[src/rtl/dac_cmd_pkg.sv]
package dac_cmd_pkg;

  typedef enum logic [1:0] {
    CT_STAGE  = 2'b00,
    CT_BOTH   = 2'b01,
    CT_COPY   = 2'b10,
    CT_MISC   = 2'b11
  } ctrl_e;

  // Decoded actions of one strobed word, already gated by the strobe.
  typedef struct packed {
    logic load_stage;
    logic load_code;
    logic copy_stage;
    logic sleep_cmd;
    logic upo_set;
    logic upo_val;
    logic mode_set;
    logic mode_val;
  } cmd_t;

endpackage

[src/rtl/dac_pin_sync.sv]
module dac_pin_sync #(
  parameter int STAGES = 2
) (
  input  logic clk,
  input  logic rst,
  input  logic pin,
  output logic pin_s
);
  logic [STAGES-1:0] sh;

  generate
    if (STAGES == 1) begin : g_one
      always_ff @(posedge clk) sh <= pin;
    end else begin : g_many
      always_ff @(posedge clk) begin
        if (rst) sh <= {STAGES{pin}};
        else     sh <= {sh[STAGES-2:0], pin};
      end
    end
  endgenerate

  assign pin_s = sh[STAGES-1];
endmodule

[src/rtl/dac_cmd_decode.sv]
module dac_cmd_decode
  import dac_cmd_pkg::*;
#(
  parameter int DATA_W = 12
) (
  input  logic              vld,
  input  logic [1:0]        ctrl,
  input  logic [DATA_W-1:0] data,
  output cmd_t              cmd
);
  logic [2:0] sub;
  assign sub = data[DATA_W-1 -: 3];

  always_comb begin
    cmd = '0;
    if (vld) begin
      unique case (ctrl_e'(ctrl))
        CT_STAGE: cmd.load_stage = 1'b1;
        CT_BOTH: begin
          cmd.load_stage = 1'b1;
          cmd.load_code  = 1'b1;
        end
        CT_COPY: cmd.copy_stage = 1'b1;
        CT_MISC: begin
          unique casez (sub)
            3'b00?: ;
            3'b01?: cmd.sleep_cmd = 1'b1;
            3'b10?: begin
              cmd.upo_set = 1'b1;
              cmd.upo_val = sub[0];
            end
            default: begin
              cmd.mode_set = 1'b1;
              cmd.mode_val = ~sub[0];
            end
          endcase
        end
        default: ;
      endcase
    end
  end
endmodule

[src/rtl/dac_reg_pair.sv]
module dac_reg_pair #(
  parameter int DATA_W = 12
) (
  input  logic              clk,
  input  logic              rst,
  input  logic              clr_act,
  input  logic [DATA_W-1:0] clr_val,
  input  logic              load_stage,
  input  logic              load_code,
  input  logic              copy_stage,
  input  logic [DATA_W-1:0] data,
  output logic [DATA_W-1:0] code_q
);
  logic [DATA_W-1:0] stage_q;

  always_ff @(posedge clk) begin
    if (rst || clr_act) begin
      stage_q <= clr_val;
      code_q  <= clr_val;
    end else begin
      if (load_stage) stage_q <= data;
      if (load_code)       code_q <= data;
      else if (copy_stage) code_q <= stage_q;
    end
  end
endmodule

[src/rtl/dac_cmd_core.sv]
module dac_cmd_core
  import dac_cmd_pkg::*;
#(
  parameter int WORD_W      = 16,
  parameter int DATA_W      = 12,
  parameter int SYNC_STAGES = 2
) (
  input  logic              clk,
  input  logic              rst,
  input  logic              word_vld,
  input  logic [WORD_W-1:0] word_in,
  input  logic              clear_n,
  input  logic              sleep_req,
  input  logic              sleep_lock,
  input  logic              mid_rst,
  output logic [DATA_W-1:0] dac_code,
  output logic              out_en,
  output logic              user_out,
  output logic              dout_late
);
  localparam int NPINS = 4;
  localparam int SUB_W = WORD_W - 2 - DATA_W;
  localparam logic [DATA_W-1:0] MID = DATA_W'(1) << (DATA_W - 1);

  logic [NPINS-1:0] pin_raw, pin_s;
  assign pin_raw = {sleep_lock, sleep_req, clear_n, mid_rst};

  generate
    for (genvar i = 0; i < NPINS; i++) begin : g_sync
      dac_pin_sync #(.STAGES(SYNC_STAGES)) u_sync (
        .clk(clk), .rst(rst), .pin(pin_raw[i]), .pin_s(pin_s[i])
      );
    end
  endgenerate

  logic              lock_s, sleep_s, clr_act, lock_q, lock_fall;
  logic [DATA_W-1:0] clr_val;
  assign lock_s    = pin_s[3];
  assign sleep_s   = pin_s[2];
  assign clr_act   = ~pin_s[1];
  assign clr_val   = pin_s[0] ? MID : '0;
  assign lock_fall = lock_q & ~lock_s;

  logic unused_sub;
  assign unused_sub = ^word_in[SUB_W-1:0];

  cmd_t              cmd;
  logic [DATA_W-1:0] wdata;
  assign wdata = word_in[WORD_W-3 -: DATA_W];

  dac_cmd_decode #(.DATA_W(DATA_W)) u_dec (
    .vld(word_vld), .ctrl(word_in[WORD_W-1 -: 2]), .data(wdata), .cmd(cmd)
  );

  dac_reg_pair #(.DATA_W(DATA_W)) u_regs (
    .clk(clk), .rst(rst), .clr_act(clr_act), .clr_val(clr_val),
    .load_stage(cmd.load_stage), .load_code(cmd.load_code),
    .copy_stage(cmd.copy_stage), .data(wdata), .code_q(dac_code)
  );

  logic asleep;
  always_ff @(posedge clk) begin
    if (rst) begin
      asleep    <= 1'b0;
      user_out  <= 1'b0;
      dout_late <= 1'b0;
      lock_q    <= sleep_lock;
    end else begin
      lock_q <= lock_s;
      if (clr_act)          user_out <= 1'b0;
      else if (cmd.upo_set) user_out <= cmd.upo_val;
      if (cmd.mode_set) dout_late <= cmd.mode_val;
      if (lock_s && (sleep_s || cmd.sleep_cmd))
        asleep <= 1'b1;
      else if (lock_fall || cmd.load_code || cmd.copy_stage)
        asleep <= 1'b0;
    end
  end

  assign out_en = ~asleep;
endmodule

[config.mk]
export PLATFORM = sky130hd
export DESIGN_NAME = dac_cmd_core
export DESIGN_NICKNAME = d
export VERILOG_FILES = /design/src/rtl/dac_cmd_pkg.sv /design/src/rtl/dac_pin_sync.sv /design/src/rtl/dac_cmd_decode.sv /design/src/rtl/dac_reg_pair.sv /design/src/rtl/dac_cmd_core.sv
export SDC_FILE = /design/constraint.sdc
export NUM_CORES = 1
export LEC_CHECK = 0
export ABC_AREA = 1
export ABC_CLOCK_PERIOD_IN_PS = 1360
export CAP_MARGIN = 0
export CORE_MARGIN = 2
export CORE_UTILIZATION = 50
export CTS_BUF_LIST = sky130_fd_sc_hd__clkbuf_4 sky130_fd_sc_hd__clkbuf_8
export DETAILED_ROUTE_END_ITERATION = 8
export GPL_TIMING_DRIVEN = 0
export PLACE_DENSITY = 0.81
export SYNTH_ARGS = -nofsm -noshare
export SYNTH_HDL_FRONTEND = slang
export SYNTH_SLANG_ARGS = --single-unit
[constraint.sdc]
create_clock -name clk -period 1.36 [get_ports clk]
set_input_delay 0.204 -clock clk [delete_from_list [all_inputs] [get_ports clk]]
set_output_delay 0.204 -clock clk [all_outputs]
set_load 0.1 [all_outputs]
==> results.toml, run 1 <==
[outcome]
outcome = "completed"

[power]
switchingPower_mw = 0.775
leakagePower_nw = 0.867
combPwrFrac_pct = 22.4
seq_power_share_pct = 54.1
ir_worst_vdd_v = 0.000757
intPower_mw = 1.59
total_power_mw = 2.37
switching_share_pct = 32.7
pwr-share-clk_pct = 23.5
power_density_nw_per_um2 = 1230

[placement]
gp_congestion = 0.824
place_inst = 220
io_buffer_count = 33
placed_area_um2 = 1930
dpl_worst_slack_ps = -495
dp_hpwl_mm = 2.12

[floorplanning]
ios = 38
initial_core_util_pct = 51.8
core-area_um2 = 3000
die_x_um = 59.8
num_rows = 20
fp.dieH_um = 59.8
die_area_um2 = 3580

[drt]
num_vias = 1179
drt_iter0_drc = 44
avgRoutedWirePerCell_um = 12.8
first_pass_iters = 4
drc = 0
antenna_left = 0
routed_wl_mm = 2.92
via_per_inst = 5.17

[final_layout]
fin_cells = 228
diodes = 0
utilization_pct = 64.2
mostFrequentLayoutCell = "nand2_1"
fill_cells = 245
drive_gt1_share_pct = 19.0
multi_input_area_um2 = 430
syn2layout_area_growth_pct = 23.9
seqCellArea_um2 = 961
stdcell_area_um2 = 1930
finalNetCount = 217
final_cell_mix = "nand2_1, edfxtp_1, inv_1"

[clocking]
cts_tree = "yes"
clockBufferDepth = 2
numCtsBuffers = 5
cts_root_buffer = "clkbuf_4"
clkTransAtPathRegs_ps = 110
ctsResizeCount = 78
cts_hold_buf = 0
cts_setup_buffers = 0
clk_latency_ps = 340
htreeDepth = 2
cts.sinks = 36

[setup_path]
cp-end-kind = "flip-flop"
crit_chain = "clkdlybuf4s50_1 -> inv_4 -> nand2_8 -> inv_1 -> nand2_2"
setup.worst_path.start_class = "input port"
critPathSlowestCell = "clkdlybuf4s50_1"
rr_worst_depth = 3
reg2reg_setup_slack_ps = 190
path_class = "in -> reg"
worstSetupStartpoint = "rst"
crit_end = "u_regs.code_q[5]$_SDFFCE_PP0P_"
crit_required_ps = 1390
slowest_delay_ps = 580
crit_fanout = 12
timing.rr.start = "g_sync[1].u_sync.sh[1]$_DFF_P_"
r2r-end = "u_regs.stage_q[3]$_SDFFCE_PP0P_"
crit_arrival_ps = 1350

[worst_hold_path]
min_path_type = "in -> reg"

[job]
maxCapViolCount = 0

[timing]
fin_crit_sh_pct = 97.0
setup_slack_ps = 40.5
relSlewSlack_pct = 67.7
setup_tns_ps = 0
rsz0062_at_grt = "yes"
slew_violations = 0
clock_skew_ps = 5.81
finalCriticalPeriod_ps = 1320
tightest_slew_ps = 488
final-setup-viol-count = 0
hold_violations = 0
timing.fmax_ghz = 0.758
fin_worst_hold_slack_ps = 234

[yosys]
synth-simple-area-share_pct = 21.0
synth_compound_area_share_pct = 6.35
synth_fa_ha_area_share_pct = 0
synthXorXnorAreaFrac_pct = 0
synthDistinctLibCells = 18
synth.area.mux_share_pct = 0
yosysWarnings = 0
syn_area_um2 = 1560
synth_top_family_by_area = "simple AND/OR/NAND/NOR gates"
netlist_instances = 154
avgSynthCellArea_um2 = 10.1
synth_nets = 177
ys_seq_area_share_pct = 61.7
synth-seq-cells = 36

[global_routing]
grt_pass1_wl_mm = 4.79
groute.usage.overall_pct = 18.4
grt_pass1_vias = 1166
grt_max_degree = 13
grt_antenna_before_repair = 0
overflow = 0
==> how the worst min path moves through the flow <==
stage	slack, ps	endpoint	cells past startpoint	start
detailed placement	420	g_sync[0].u_sync.sh[1]$_DFF_P_	2	g_sync[0].u_sync.sh[0]$_DFF_P_
global placement	400	g_sync[1].u_sync.sh[1]$_DFF_P_	2	g_sync[1].u_sync.sh[0]$_DFF_P_
floorplan	230	g_sync[0].u_sync.sh[0]$_DFF_P_	0	mid_rst
CTS	220	asleep$_SDFFE_PP0P_	5	word_vld
global route	280	u_regs.code_q[10]$_SDFFCE_PP0P_	3	word_in[14]
finish	230	asleep$_SDFFE_PP0P_	5	word_vld
==> area by class of cell <==
cell class	count	share of cell area [%]
Inverter	21	4.22
Sequential cell	36	49.8
Buffer	8	4.61
Tap cell	33	2.14
Clock buffer	5	1.95
Timing Repair Buffer	33	14.0
Multi-Input combinational cell	89	22.3
Clock inverter	3	0.909
==> routing by layer <==
layer  part of all wire [%]  GRT usage, %  up-vias
met5                      0             0        -
met4                    1.4          7.62        0
met2                     51          30.6       46
met3                    8.0          7.36        6
met1                     40          20.9      531
li1                       -             -      596
==> registers in the layout, summed over array words and instances (netlist names) <==
name              cells
u_regs.code_q        12
u_regs.stage_q       12
g_sync.u_sync.sh      8
asleep                1
dout_late             1
lock_q                1
user_out              1
==> critical path: cells and delay by family <==
| kind | cells | cell delay, ps |
|---|---|---|
| buffers and inverters | 3 | 790 |
| and+or+nand+nor | 2 | 350 |
==> power by group through the flow <==
stage	Clock (mW)	Sequential, mW	Combinational, mW
5_1_grt	0.624	1.29	0.562
3_3_place_gp	0	1.30	0.543
6_report	0.558	1.28	0.530
4_1_cts	0.583	1.28	0.527
3_5_place_dp	0	1.31	0.552
2_1_floorplan	0	1.54	0.162
==> kinds of logic (layout without fill, tap and decap cells) <==
| group | count (synthesis) | count (layout) |
|---|---|---|
| buffers and inverters | 29 | 70 |
| AND/OR/NAND/NOR | 71 | 71 |
| AO/OA/AOI/OAI | 18 | 18 |
| flip-flops | 36 | 36 |
==> Yosys cell counts, drive strengths merged <==
cell type / count / area (um^2)
nand3: 7 / 40.0
a21oi: 14 / 73.8
nor2: 16 / 60.1
clkbuf: 1 / 13.8
o21bai: 2 / 15.0
inv: 21 / 81.3
edfxtp: 24 / 721
dfxtp: 12 / 240
nand2: 36 / 151
o21ai: 2 / 10.0
nand4: 12 / 75.1
buf: 7 / 75.1
Power figures use the tool's default switching activity.
==> run 2: changes to the inputs <==
--- a/config.mk
+++ b/config.mk
@@ -8,9 +8,10 @@
 export ABC_AREA = 1
 export ABC_CLOCK_PERIOD_IN_PS = 1360
 export CAP_MARGIN = 0
-export CORE_MARGIN = 2
+export CORE_MARGIN = 4
 export CORE_UTILIZATION = 50
 export CTS_BUF_LIST = sky130_fd_sc_hd__clkbuf_4 sky130_fd_sc_hd__clkbuf_8
+export CTS_CLUSTER_DIAMETER = 40
 export DETAILED_ROUTE_END_ITERATION = 8
 export GPL_TIMING_DRIVEN = 0
 export PLACE_DENSITY = 0.81
==> results.toml, run 2 (synthesis gave the netlist of run 1 again) <==
[final_layout]
utilization_pct = 67.5
fin_cells = 226
stdcell_area_um2 = 1930
final_cell_mix = "nand2_1, edfxtp_1, inv_1"
diodes = 0
syn2layout_area_growth_pct = 23.8
finalNetCount = 217
drive_gt1_share_pct = 19.5
reg_top3 = "u_regs.code_q x12, u_regs.stage_q x12, g_sync.u_sync.sh x8"
mostFrequentLayoutCell = "nand2_1"

[setup_path]
setup.worst_path.start_class = "input port"
crit_chain = "clkdlybuf4s50_1 -> inv_4 -> nand2_8 -> inv_1 -> nand2_2"
crit_fanout = 12
path_class = "in -> reg"
slowest_delay_ps = 590
crit_required_ps = 1380
crit_arrival_ps = 1360
path_buf_inv = 3
critPathSlowestCell = "clkdlybuf4s50_1"
cp-end-kind = "flip-flop"
crit_family = "buffers and inverters"

[clocking]
clkTransAtPathRegs_ps = 100
numCtsBuffers = 5
cts_hold_buf = 0
cts.sinks = 36
htreeDepth = 2
clk_latency_ps = 350
cts_tree = "yes"
cts_root_buffer = "clkbuf_4"
cts_setup_buffers = 0
clockBufferDepth = 2

[timing]
fin_worst_hold_slack_ps = 241
clock_skew_ps = 11.5
final-setup-viol-count = 0
hold_violations = 0
fin_crit_sh_pct = 98.1
rsz0062_at_grt = "yes"
setup_tns_ps = 0
finalCriticalPeriod_ps = 1330
tightest_slew_ps = 488
setup_slack_ps = 25.3
timing.fmax_ghz = 0.749
relSlewSlack_pct = 67.7
slew_violations = 0

[drt]
drt_iter0_drc = 45
antenna_left = 0
avgRoutedWirePerCell_um = 13.3
num_vias = 1201
drc = 0
routed_wl_mm = 3.00
first_pass_iters = 4
via_per_inst = 5.31

[floorplanning]
die_x_um = 63.8
initial_core_util_pct = 54.6
die_area_um2 = 4070
fp.dieH_um = 63.8
num_rows = 19
core-area_um2 = 2850
ios = 38

[job]
maxCapViolCount = 0

[power]
leakagePower_nw = 0.869
ir_worst_vdd_v = 0.000808
power_density_nw_per_um2 = 1230
total_power_mw = 2.37

[placement]
gp_congestion = 0.895
placed_area_um2 = 1930
io_buffer_count = 33
dp_hpwl_mm = 2.20
dpl_worst_slack_ps = -528
place_inst = 218

[global_routing]
grt_antenna_before_repair = 0
grt_pass1_wl_mm = 4.97
grt_max_degree = 13
overflow = 0
groute.usage.overall_pct = 15.9
grt_pass1_vias = 1168

[outcome]
outcome = "completed"

[worst_hold_path]
min_path_type = "in -> reg"
## run 2: routing by layer
metal	vias to the layer above	GRT usage [%]	wire (um)
met5	-	0	0
met4	0	6.47	60
met3	9	6.83	209
met2	44	27.5	1500
met1	557	16.9	1230
li1	591	-	-
## run 2: power breakdown
| group | total (mW) | switching (mW) | internal [mW] |
|---|---|---|---|
| Sequential | 1.28 | 0.0235 | 1.26 |
| Clock | 0.558 | 0.359 | 0.198 |
| Combinational | 0.530 | 0.393 | 0.138 |
| Total | 2.37 | 0.775 | 1.59 |
## run 2: final timing paths
check	to	slack [ps]	startpoint	cells after the start
setup / recovery	u_regs.stage_q[11]$_DFFE_PP_	30	rst	5
setup reg to reg	u_regs.stage_q[11]$_DFFE_PP_	170	g_sync[1].u_sync.sh[1]$_DFF_P_	3
hold / removal	asleep$_SDFFE_PP0P_	240	word_vld	5
hold reg to reg	g_sync[2].u_sync.sh[1]$_DFF_P_	430	g_sync[2].u_sync.sh[0]$_DFF_P_	2
## run 2: area by class of cell
type,count,area (um^2)
sequential,36,961
fill,227,926
multi-input combinational,89,430
timing repair buffer,33,270
buffer,8,88.8
inverter,21,81.3
tap,31,38.8
clock buffer,5,37.5
clock inverter,3,18.8
## run 2: what timing repair did
item | 4_1_cts | 5_1_grt
resized for setup | 77 | 6
endpoints found under the hold margin | 0 | 0
endpoints found under the setup margin | 39 | 30
pin swaps | 0 | 0
## run 2: worst register-to-register path: stages (launching register included)
cell	delay [ps]
dfxtp_1	440
nand2_8	90
inv_1	160
nand2_2	220
